## config.mk

```make
export PLATFORM = sky130hd
export DESIGN_NAME = ps2_cmd_rx
export DESIGN_NICKNAME = d
export VERILOG_FILES = /design/src/rtl/ps2_rx_pkg.sv /design/src/rtl/ps2_rx_sync.sv /design/src/rtl/ps2_rx_count.sv /design/src/rtl/ps2_rx_shift.sv /design/src/rtl/ps2_cmd_rx.sv
export SDC_FILE = /design/constraint.sdc
export NUM_CORES = 1
export LEC_CHECK = 0
export BUFFER_PORTS_ARGS = -buffer_cell sky130_fd_sc_hd__buf_2
export CAP_MARGIN = 0
export CORE_AREA = 4 4 81 113
export DETAILED_ROUTE_END_ITERATION = 10
export DIE_AREA = 0 0 85 117
export GPL_ROUTABILITY_DRIVEN = 1
export HOLD_SLACK_MARGIN = 0.08
export PLACE_DENSITY_LB_ADDON = 0.3
export SLEW_MARGIN = 20
export SYNTH_ARGS = -nofsm -noshare
export SYNTH_HDL_FRONTEND = slang
export SYNTH_SLANG_ARGS = --single-unit
export TNS_END_PERCENT = 20
```

## constraint.sdc

```tcl
create_clock -name clk -period 5.7 [get_ports clk]
set_input_delay 0.57 -clock clk [delete_from_list [all_inputs] [get_ports clk]]
set_output_delay 0.57 -clock clk [all_outputs]
set_load 0.03 [all_outputs]
```

## src/rtl/ps2_rx_pkg.sv

```systemverilog
package ps2_rx_pkg;
  typedef enum logic [2:0] {
    ST_IDLE,
    ST_LOW,
    ST_HIGH,
    ST_ACK_LOW,
    ST_ACK_HIGH
  } rx_state_t;

  // data bits + parity bit; the stop bit follows as the last sample
  localparam int unsigned SHIFT_BITS = 9;
  localparam int unsigned STOP_IDX   = 9;
endpackage

```

## src/rtl/ps2_rx_sync.sv

```systemverilog
module ps2_rx_sync #(
  parameter int W      = 2,
  parameter int STAGES = 2
) (
  input  logic         clk,
  input  logic         rst_n,
  input  logic [W-1:0] d,
  output logic [W-1:0] q
);
  for (genvar i = 0; i < W; i++) begin : g_bit
    logic [STAGES-1:0] sh;
    always_ff @(posedge clk or negedge rst_n) begin
      if (!rst_n) sh <= '1;
      else        sh <= {sh[STAGES-2:0], d[i]};
    end
    assign q[i] = sh[STAGES-1];
  end
endmodule

```

## src/rtl/ps2_rx_count.sv

```systemverilog
module ps2_rx_count #(
  parameter int W = 8
) (
  input  logic         clk,
  input  logic         rst_n,
  input  logic         clr,
  input  logic         en,
  output logic [W-1:0] q
);
  logic [W-1:0] q_d;

  always_comb begin
    q_d = q;
    if (clr)     q_d = '0;
    else if (en) q_d = q + 1'b1;
  end

  always_ff @(posedge clk or negedge rst_n) begin
    if (!rst_n) q <= '0;
    else        q <= q_d;
  end


  cnt_step_chk: assert property (@(posedge clk) disable iff (!rst_n)
    (en && !clr) |=> (q == $past(q) + 1'b1));
endmodule

```

## src/rtl/ps2_rx_shift.sv

```systemverilog
module ps2_rx_shift (
  input  logic       clk,
  input  logic       rst_n,
  input  logic       clr,
  input  logic       take,
  input  logic       bit_in,
  output logic [7:0] data,
  output logic       par_ok
);
  logic [8:0] sr, sr_d;

  always_comb begin
    sr_d = sr;
    if (clr)       sr_d = '0;
    else if (take) sr_d = {bit_in, sr[8:1]};
  end

  always_ff @(posedge clk or negedge rst_n) begin
    if (!rst_n) sr <= '0;
    else        sr <= sr_d;
  end

  assign data   = sr[7:0];
  assign par_ok = ^sr;


  shift_in_chk: assert property (@(posedge clk) disable iff (!rst_n)
    (take && !clr) |=> (sr[8] == $past(bit_in)));
endmodule

```

## src/rtl/ps2_cmd_rx.sv

```systemverilog
module ps2_cmd_rx
  import ps2_rx_pkg::*;
#(
  parameter int HALF_CYC = 5000,
  parameter int POLL_CYC = 1000000,
  parameter int HOLD_CYC = 12500
) (
  input  logic       clk,
  input  logic       rst_n,
  input  logic       line_clk_i,
  input  logic       line_dat_i,
  output logic       clk_pull_o,
  output logic       dat_pull_o,
  output logic [7:0] cmd_byte,
  output logic       cmd_valid,
  output logic       err_parity,
  output logic       err_frame,
  output logic       err_abort
);
  localparam int PH_W   = $clog2(HALF_CYC + 1);
  localparam int POLL_W = $clog2(POLL_CYC + 1);
  localparam int HOLD_W = $clog2(HOLD_CYC + 1);
  localparam logic [PH_W-1:0]   PH_END   = PH_W'(HALF_CYC - 1);
  localparam logic [PH_W-1:0]   PH_MID   = PH_W'(HALF_CYC / 2);
  localparam logic [POLL_W-1:0] POLL_END = POLL_W'(POLL_CYC - 1);
  localparam logic [HOLD_W-1:0] HOLD_END = HOLD_W'(HOLD_CYC - 1);

  rx_state_t state_q, state_d;
  logic [3:0] bit_q, bit_d;
  logic over_q, over_d, ack_q, ack_d;
  logic valid_d, perr_d, ferr_d, aerr_d;
  logic [7:0] byte_q, byte_d;
  logic clk_s, dat_s;
  logic [PH_W-1:0]   ph_cnt;
  logic [POLL_W-1:0] poll_cnt;
  logic [HOLD_W-1:0] hold_cnt;
  logic ph_en, ph_clr, poll_hit, hold_en, abort_hit, sample, take;
  logic [7:0] sh_data;
  logic par_ok;

  ps2_rx_sync #(.W(2), .STAGES(2)) u_sync (
    .clk(clk), .rst_n(rst_n), .d({line_clk_i, line_dat_i}), .q({clk_s, dat_s}));

  assign ph_en = (state_q == ST_LOW) || (state_q == ST_ACK_LOW) ||
                 (state_q == ST_ACK_HIGH) || ((state_q == ST_HIGH) && clk_s);
  assign ph_clr = (state_d != state_q) || (state_q == ST_IDLE);

  ps2_rx_count #(.W(PH_W)) u_phase (
    .clk(clk), .rst_n(rst_n), .clr(ph_clr), .en(ph_en), .q(ph_cnt));

  assign poll_hit = (state_q == ST_IDLE) && (poll_cnt == POLL_END);

  ps2_rx_count #(.W(POLL_W)) u_poll (
    .clk(clk), .rst_n(rst_n), .clr((state_q != ST_IDLE) || poll_hit),
    .en(state_q == ST_IDLE), .q(poll_cnt));

  assign hold_en   = (state_q == ST_HIGH) && !clk_s;
  assign abort_hit = hold_en && (hold_cnt == HOLD_END);

  ps2_rx_count #(.W(HOLD_W)) u_hold (
    .clk(clk), .rst_n(rst_n), .clr(!hold_en), .en(hold_en), .q(hold_cnt));

  assign sample = (state_q == ST_HIGH) && clk_s && (ph_cnt == PH_MID);
  assign take   = sample && (bit_q < 4'(STOP_IDX));

  ps2_rx_shift u_shift (
    .clk(clk), .rst_n(rst_n), .clr(state_q == ST_IDLE), .take(take),
    .bit_in(dat_s), .data(sh_data), .par_ok(par_ok));

  always_comb begin
    state_d = state_q;
    bit_d   = bit_q;
    over_d  = over_q;
    ack_d   = ack_q;
    byte_d  = byte_q;
    valid_d = 1'b0;
    perr_d  = 1'b0;
    ferr_d  = 1'b0;
    aerr_d  = 1'b0;
    unique case (state_q)
      ST_IDLE: begin
        bit_d  = '0;
        over_d = 1'b0;
        ack_d  = 1'b0;
        if (poll_hit && clk_s && !dat_s) state_d = ST_LOW;
      end
      ST_LOW: begin
        if (ph_cnt == PH_END) state_d = ST_HIGH;
      end
      ST_HIGH: begin
        if (abort_hit) begin
          state_d = ST_IDLE;
          ack_d   = 1'b0;
          aerr_d  = 1'b1;
        end else begin
          if (sample) begin
            if (bit_q < 4'(STOP_IDX)) begin
              bit_d = bit_q + 4'd1;
            end else if (!dat_s) begin
              over_d = 1'b1;
            end else if (over_q) begin
              ferr_d  = 1'b1;
              state_d = ST_IDLE;
            end else begin
              ack_d = 1'b1;
              if (par_ok) begin
                valid_d = 1'b1;
                byte_d  = sh_data;
              end else begin
                perr_d = 1'b1;
              end
            end
          end
          if ((state_d == ST_HIGH) && clk_s && (ph_cnt == PH_END))
            state_d = ack_q ? ST_ACK_LOW : ST_LOW;
        end
      end
      ST_ACK_LOW: begin
        if (ph_cnt == PH_END) state_d = ST_ACK_HIGH;
      end
      ST_ACK_HIGH: begin
        if (ph_cnt == PH_END) begin
          state_d = ST_IDLE;
          ack_d   = 1'b0;
        end
      end
      default: state_d = ST_IDLE;
    endcase
  end

  always_ff @(posedge clk or negedge rst_n) begin
    if (!rst_n) begin
      state_q    <= ST_IDLE;
      bit_q      <= '0;
      over_q     <= 1'b0;
      ack_q      <= 1'b0;
      byte_q     <= '0;
      cmd_valid  <= 1'b0;
      err_parity <= 1'b0;
      err_frame  <= 1'b0;
      err_abort  <= 1'b0;
    end else begin
      state_q    <= state_d;
      bit_q      <= bit_d;
      over_q     <= over_d;
      ack_q      <= ack_d;
      byte_q     <= byte_d;
      cmd_valid  <= valid_d;
      err_parity <= perr_d;
      err_frame  <= ferr_d;
      err_abort  <= aerr_d;
    end
  end

  assign clk_pull_o = (state_q == ST_LOW) || (state_q == ST_ACK_LOW);
  assign dat_pull_o = ack_q;
  assign cmd_byte   = byte_q;


  strobe_excl_chk: assert property (@(posedge clk) disable iff (!rst_n)
    $onehot0({cmd_valid, err_parity, err_frame, err_abort}));


  ack_edge_chk: assert property (@(posedge clk) disable iff (!rst_n)
    $rose(dat_pull_o) |-> !clk_pull_o);


  abort_release_chk: assert property (@(posedge clk) disable iff (!rst_n)
    err_abort |-> (!clk_pull_o && !dat_pull_o));


  valid_ack_chk: assert property (@(posedge clk) disable iff (!rst_n)
    cmd_valid |-> dat_pull_o);
endmodule

```

Yosys cells after proc, flatten, opt, wreduce, memory -nomap -nowiden:

Cells that the tools add are included.

* div/mod/pow operators: 0
* $mul: 0
* bitwise operators: 3
* eq/ne operators: 20
* order comparisons: 1
* muxes and demuxes: 59
* shift-type cells: 0
* reduce and logical (&&, ||, !) cells: 29
* add/sub/neg operators: 4

Operators by type and width (count)
* $mux W20: 2
* $mux W3: 12
* $mux W1: 32
* $mux W13: 2
* $add A20 B1 Y20 const B: 1
* $eq A20 B20 Y1 const B: 1
* $mux W9: 2
* $pmux W3 S5: 1
* $add A14 B1 Y14 const B: 1
* $eq A14 B14 Y1 const B: 1
* $mux W14: 1
* $add A13 B1 Y13 const B: 1
* $eq A13 B12 Y1 const B: 1
* $eq A13 B13 Y1 const B: 1
* $mux W4: 3
* $logic_and A1 B1 Y1: 10
* $eq A3 B2 Y1 const B: 3
* $ne A3 B3 Y1 const B: 3
* $reduce_xor A9 Y1: 1
* $ne A2 B2 Y1 const B: 4
* $pmux W4 S2: 1
* $reduce_bool A2 Y1: 4
* $reduce_and A7 Y1: 1
* $reduce_and A6 Y1: 1
* 17 further kinds: 26

* register bits after elaboration: 81
* memories: 0
* bits in read-only memories: 0
* RAM bits: 0
* latch bits: 0
* word-level logic and storage cells: 131

Depth between registers and ports, before layout:

* depth after elaboration: 15
* gate-level depth with buffers: 8

Modules after synthesis:

From an unflattened synthesis, not the netlist that was laid out.

* cells, all modules: 417
* area, all modules: 4296.6 um2

Modules (own cells, without submodules)
* ps2_cmd_rx: area an instance 1253.7 um2, cells each 126, sequential area each 525.5 um2, times used 1
* ps2_rx_count (u_poll): area an instance 1023.5 um2, cells each 105, sequential area each 500.5 um2, times used 1
* ps2_rx_count (u_hold): area an instance 729.4 um2, cells each 70, sequential area each 350.3 um2, times used 1
* ps2_rx_count (u_phase): area an instance 669.4 um2, cells each 66, sequential area each 325.3 um2, times used 1
* ps2_rx_shift: area an instance 500.5 um2, cells each 44, sequential area each 225.2 um2, times used 1
* ps2_rx_sync: area an instance 120.1 um2, cells each 6, sequential area each 105.1 um2, times used 1

Worst setup path before layout:

OpenSTA, ideal clock, no wires.

* kind: flip-flop to flip-flop
* start: register u_hold.q[0]
* end: register u_phase.q[0]
* library setup time: 0.119 ns
* arrival time: 2.058 ns
* period minus slack after synthesis: 2.177 ns
* path slack: 3.523 ns
* stages on the path, launching flop included: 8
* buffers on the path: 1
* cells stage by stage: dfrtp_1 -> ha_1 -> or4b_1 -> or4_4 -> o21a_1 -> a31oi_4 -> buf_6 -> nor2_1

* word-level cells in the longest chain between the ends: 7
* elaborated cells between the ends (all ways): 8

Ends and longest elaborated chain
* from (decl): line ps2_rx_count.sv:8 `output logic [W-1:0] q`
* from (signal assigned): line ps2_rx_count.sv:20 `else q <= q_d;`
* $eq A14 B14 Y1 *: line ps2_cmd_rx.sv:58 `assign abort_hit = hold_en && (hold_cnt == HOLD_END);`
* $logic_and A1 B1 Y1 *: line ps2_cmd_rx.sv:58
* $mux W3 *: line ps2_cmd_rx.sv:91 `if (abort_hit) begin`
* $pmux W3 S5 *: line ps2_cmd_rx.sv:80 `unique case (state_q)`
* $ne A3 B3 Y1 *: line ps2_cmd_rx.sv:46 `assign ph_clr = (state_d != state_q) || (state_q == ST_IDLE);`
* $logic_or A1 B1 Y1 *: line ps2_cmd_rx.sv:46
* $mux W13 / $reduce_bool A2 Y1 (equally long branches)
* to (signal assigned): line ps2_rx_count.sv:20
* to (decl): line ps2_rx_count.sv:8

Every way passes the cells marked *; elsewhere a longest branch is shown, timed or not.
A chain may end at the register's enable or synchronous reset.

Worst setup path in the final report:

* start: register u_sync.g_bit[1].sh[1]
* end: register byte_q[0] (netlist: cmd_byte[0])

* word-level cells in the longest chain between the ends: 5
* elaborated cells between the ends (all ways): 7

Ends and longest elaborated chain
* from (decl): line ps2_rx_sync.sv:11 `logic [STAGES-1:0] sh;`
* from (signal assigned): line ps2_rx_sync.sv:14 `else sh <= {sh[STAGES-2:0], d[i]};`
* $logic_not A1 Y1: line ps2_cmd_rx.sv:57 `assign hold_en = (state_q == ST_HIGH) && !clk_s;`
* $logic_and A1 B1 Y1: line ps2_cmd_rx.sv:57
* $logic_and A1 B1 Y1: line ps2_cmd_rx.sv:58
* $not A1 Y1 (no line)
* $reduce_and A7 Y1 (no line) *
* to (signal assigned): line ps2_cmd_rx.sv:147 `byte_q <= byte_d;`
* to (decl): line ps2_cmd_rx.sv:32 `logic [7:0] byte_q, byte_d;`

Marks and branches as above.

==> metrics.yaml <==
crit_required_ns: 5.91
pwr_density_cell_nw_per_um2: 269.5
async_flop_share_pct: 100.0
crit_fanout: 8
ys.flop_type: "dfrtp_1"
hold_class: "in2async"
max_slew_margin_pct: 48.97
antenna_cells: 0
fin_ws_ns: 3.259
final_common_cell: "dfrtp_1"
drc_errors: 0
dp.cells: 497
synth_compound_area_share_pct: 5.243
layout_common_cells: "77 x dfrtp_1, 55 x nor2_1, 39 x nand2_1"
port_buffers: 17
yosys.cell_types.count: 50
cp_slowest_cell: "nor4bb_1"
wl_per_cell_um: 13.69
period_share_pct: 42.82
rsz0062_at_grt: "false"
hold_buffers: 0
fin_area_um2: 4409
vias_per_cell: 5.343
skew_ns: 0.007302
yosys_warnings: 0
die_x_um: 85
coreArea_um2: 8149
ios: 18
synthXorXnorAreaFrac_pct: 11.25
regToRegStartpoint: "u_sync.g_bit[1].sh[1]$_DFF_PN1_"
die_area_um2: 9945
clk_pin_slew_worst_paths_ns: 0.06
clk_latency_ns: 0.33
avgSynthCellArea_um2: 10.15
synth-adder-area-share_pct: 1.907
synth-simple-area-share_pct: 24.50
worst_ep_arrival_time_ns: 2.65
final_max_slew_viol_count: 0
grt_pass1_vias: 2829
syn2layout_area_growth_pct: 11.98
period_needed_ns: 2.441
synth_edf_count: 0
grt_max_degree: 82
synth_nets: 398
synth_area_um2: 3938
num-nets-final: 416
synth_top_family_by_area: "simple AND/OR/NAND/NOR gates"
end_kind: "register"
seq_area_frac_synth_pct: 51.60
critPathLaunch: "u_sync.g_bit[1].sh[1]$_DFF_PN1_"
worst_pin_slew_ns: 0.7598
path_buf_inv: 0
total_power_uw: 1188
path_delay_family: "simple AND/OR/NAND/NOR gates"
max_freq_mhz: 409.7
synth.area.mux_share_pct: 2.288
fp-row-count: 39
place_congestion: 0.8373
cts.sinks: 81
cts_resized: 0
final-hold-violation-count: 0
cpPeakStageDelay_ns: 0.63
cp_cell_sequence: "nor4bb_1 > and4_1 > nand4b_1 > mux2_2"
vias: 2741
final_cells: 513
ir_drop_mv: 0.1876
status: "complete, no violations"
cts_max_path_buffers: 2
critPathKind: "reg2reg"
cts_post_setup_buffers_inserted: 0
clock-root-buffer: "clkbuf_16"
dpl-instance-area_um2: 4090
gr-usage-all-layers_pct: 15.56
drtIter0Drc: 156
die_h_um: 117
worstReg2RegEnd: "cmd_byte[0]$_DFFE_PN0P_"
fillers: 679
grt_pass1_wl_um: 12560
hpwl_um: 4671
wl_um: 7024
grt-ovfl-total: 0
cts_buffers: 9
setup_violations: 0
r2r_setup_slack_ns: 3.26
cts_tree: "done"
maxCapViolations: 0
h-tree-depth: 3
cp-start-kind: "register"
fin_setup_tns_ns: 0
drive_gt1_share_pct: 13.14
place_ws_ns: 3.241
leakage_uw: 0.001941
detail-route-antenna-nets: 0
r2r_cells: 4
firstDrtPassIters: 4
synth_cells: 388
initial_utilization_pct: 48.32
synth-seq-cells: 81
antenna_found_initial: 0
==> cell usage after synthesis, types with 2 or more instances <==
| cell | instances | area (um^2) |
|---|---|---|
| nor3_1 | 12 | 60.06 |
| a21oi_1 | 18 | 90.09 |
| ha_1 | 6 | 75.07 |
| o21ai_0 | 5 | 25.02 |
| nor4_1 | 4 | 25.02 |
| nor2_1 | 55 | 206.5 |
| nand2_1 | 39 | 146.4 |
| inv_1 | 13 | 48.80 |
| nor4bb_1 | 2 | 20.02 |
| clkbuf_8 | 2 | 27.53 |
| nand3_1 | 13 | 65.06 |
| nand3b_1 | 2 | 15.01 |
| xor2_1 | 26 | 227.7 |
| nand4_1 | 20 | 125.1 |
| or3_1 | 2 | 12.51 |
| dfrtp_1 | 77 | 1927 |
| clkbuf_1 | 5 | 18.77 |
| or2b_2 | 2 | 17.52 |
| dfstp_2 | 4 | 105.1 |
| mux2_2 | 8 | 90.09 |
| and4_1 | 2 | 17.52 |
| or4b_1 | 2 | 20.02 |
| a21o_1 | 2 | 15.01 |
| nor2b_1 | 2 | 12.51 |
| and3_1 | 11 | 68.82 |
| and2_1 | 7 | 43.79 |
| xnor2_1 | 22 | 192.7 |
| buf_2 | 3 | 15.01 |
==> state kept, by name (all words and copies together), names as in the netlist, 3 cells and up <==
| signal | flops |
|---|---|
| u_hold.q | 14 |
| bit_q | 4 |
| u_sync.g_bit.sh | 4 |
| state_q | 3 |
| u_poll.q | 20 |
| cmd_byte | 8 |
| u_phase.q | 13 |
| u_shift.sr | 9 |
==> power breakdown <==
group	internal [uW]	switching (uW)
Clock	365	231
Combinational	1.99	10.8
Sequential	578	1.58
Total	945	243
==> cell families after synthesis <==
group / Yosys count
XOR/XNOR: 49
flip-flops: 81
AO/OA/AOI/OAI: 33
adder cells (fa/ha/maj): 6
multiplexers: 8
buffers and inverters: 25
AND/OR/NAND/NOR: 186
==> final cells by class <==
| class | count | area, um^2 | share of cell area (%) |
|---|---|---|---|
| sequential | 81 | 2032 | 46.08 |
| multi-input combinational | 282 | 1779 | 40.35 |
| clock buffer | 11 | 252.7 | 5.732 |
| tap | 102 | 127.6 | 2.894 |
| timing repair buffer | 19 | 106.4 | 2.412 |
| clock inverter | 5 | 62.56 | 1.419 |
| inverter | 13 | 48.80 | 1.107 |
==> per-stage QoR <==
stage	hold slack (ns)	util, %
after floorplan	0.2744	-
after global placement	0.3494	50.19
after detailed placement	0.3481	50.19
after CTS	0.3254	54.06
after global routing	0.3214	54.11
final	0.2546	54.11
==> metal layers <==
| metal | global-route usage (%) | vias to the layer above | share of wire [%] |
|---|---|---|---|
| met5 | 0 | - | 0 |
| met4 | 6.336 | 0 | 1.8 |
| met3 | 3.081 | 9 | 2.5 |
| met2 | 27.33 | 35 | 52 |
| met1 | 18.70 | 1335 | 44 |
| li1 | - | 1362 | - |
==> worst max-delay path by stage <==
stage | to | slack (ns) | depth (start not counted)
after global placement | cmd_byte[7]$_DFFE_PN0P_ | 3.37 | 4
after detailed placement | cmd_byte[0]$_DFFE_PN0P_ | 3.24 | 4
final | cmd_byte[0]$_DFFE_PN0P_ | 3.26 | 4
after global routing | cmd_byte[2]$_DFFE_PN0P_ | 3.00 | 7
after floorplan | u_phase.q[0]$_DFFE_PN0P_ | 3.52 | 7
after CTS | cmd_byte[0]$_DFFE_PN0P_ | 3.20 | 4
(Power assumes the default switching activity.)
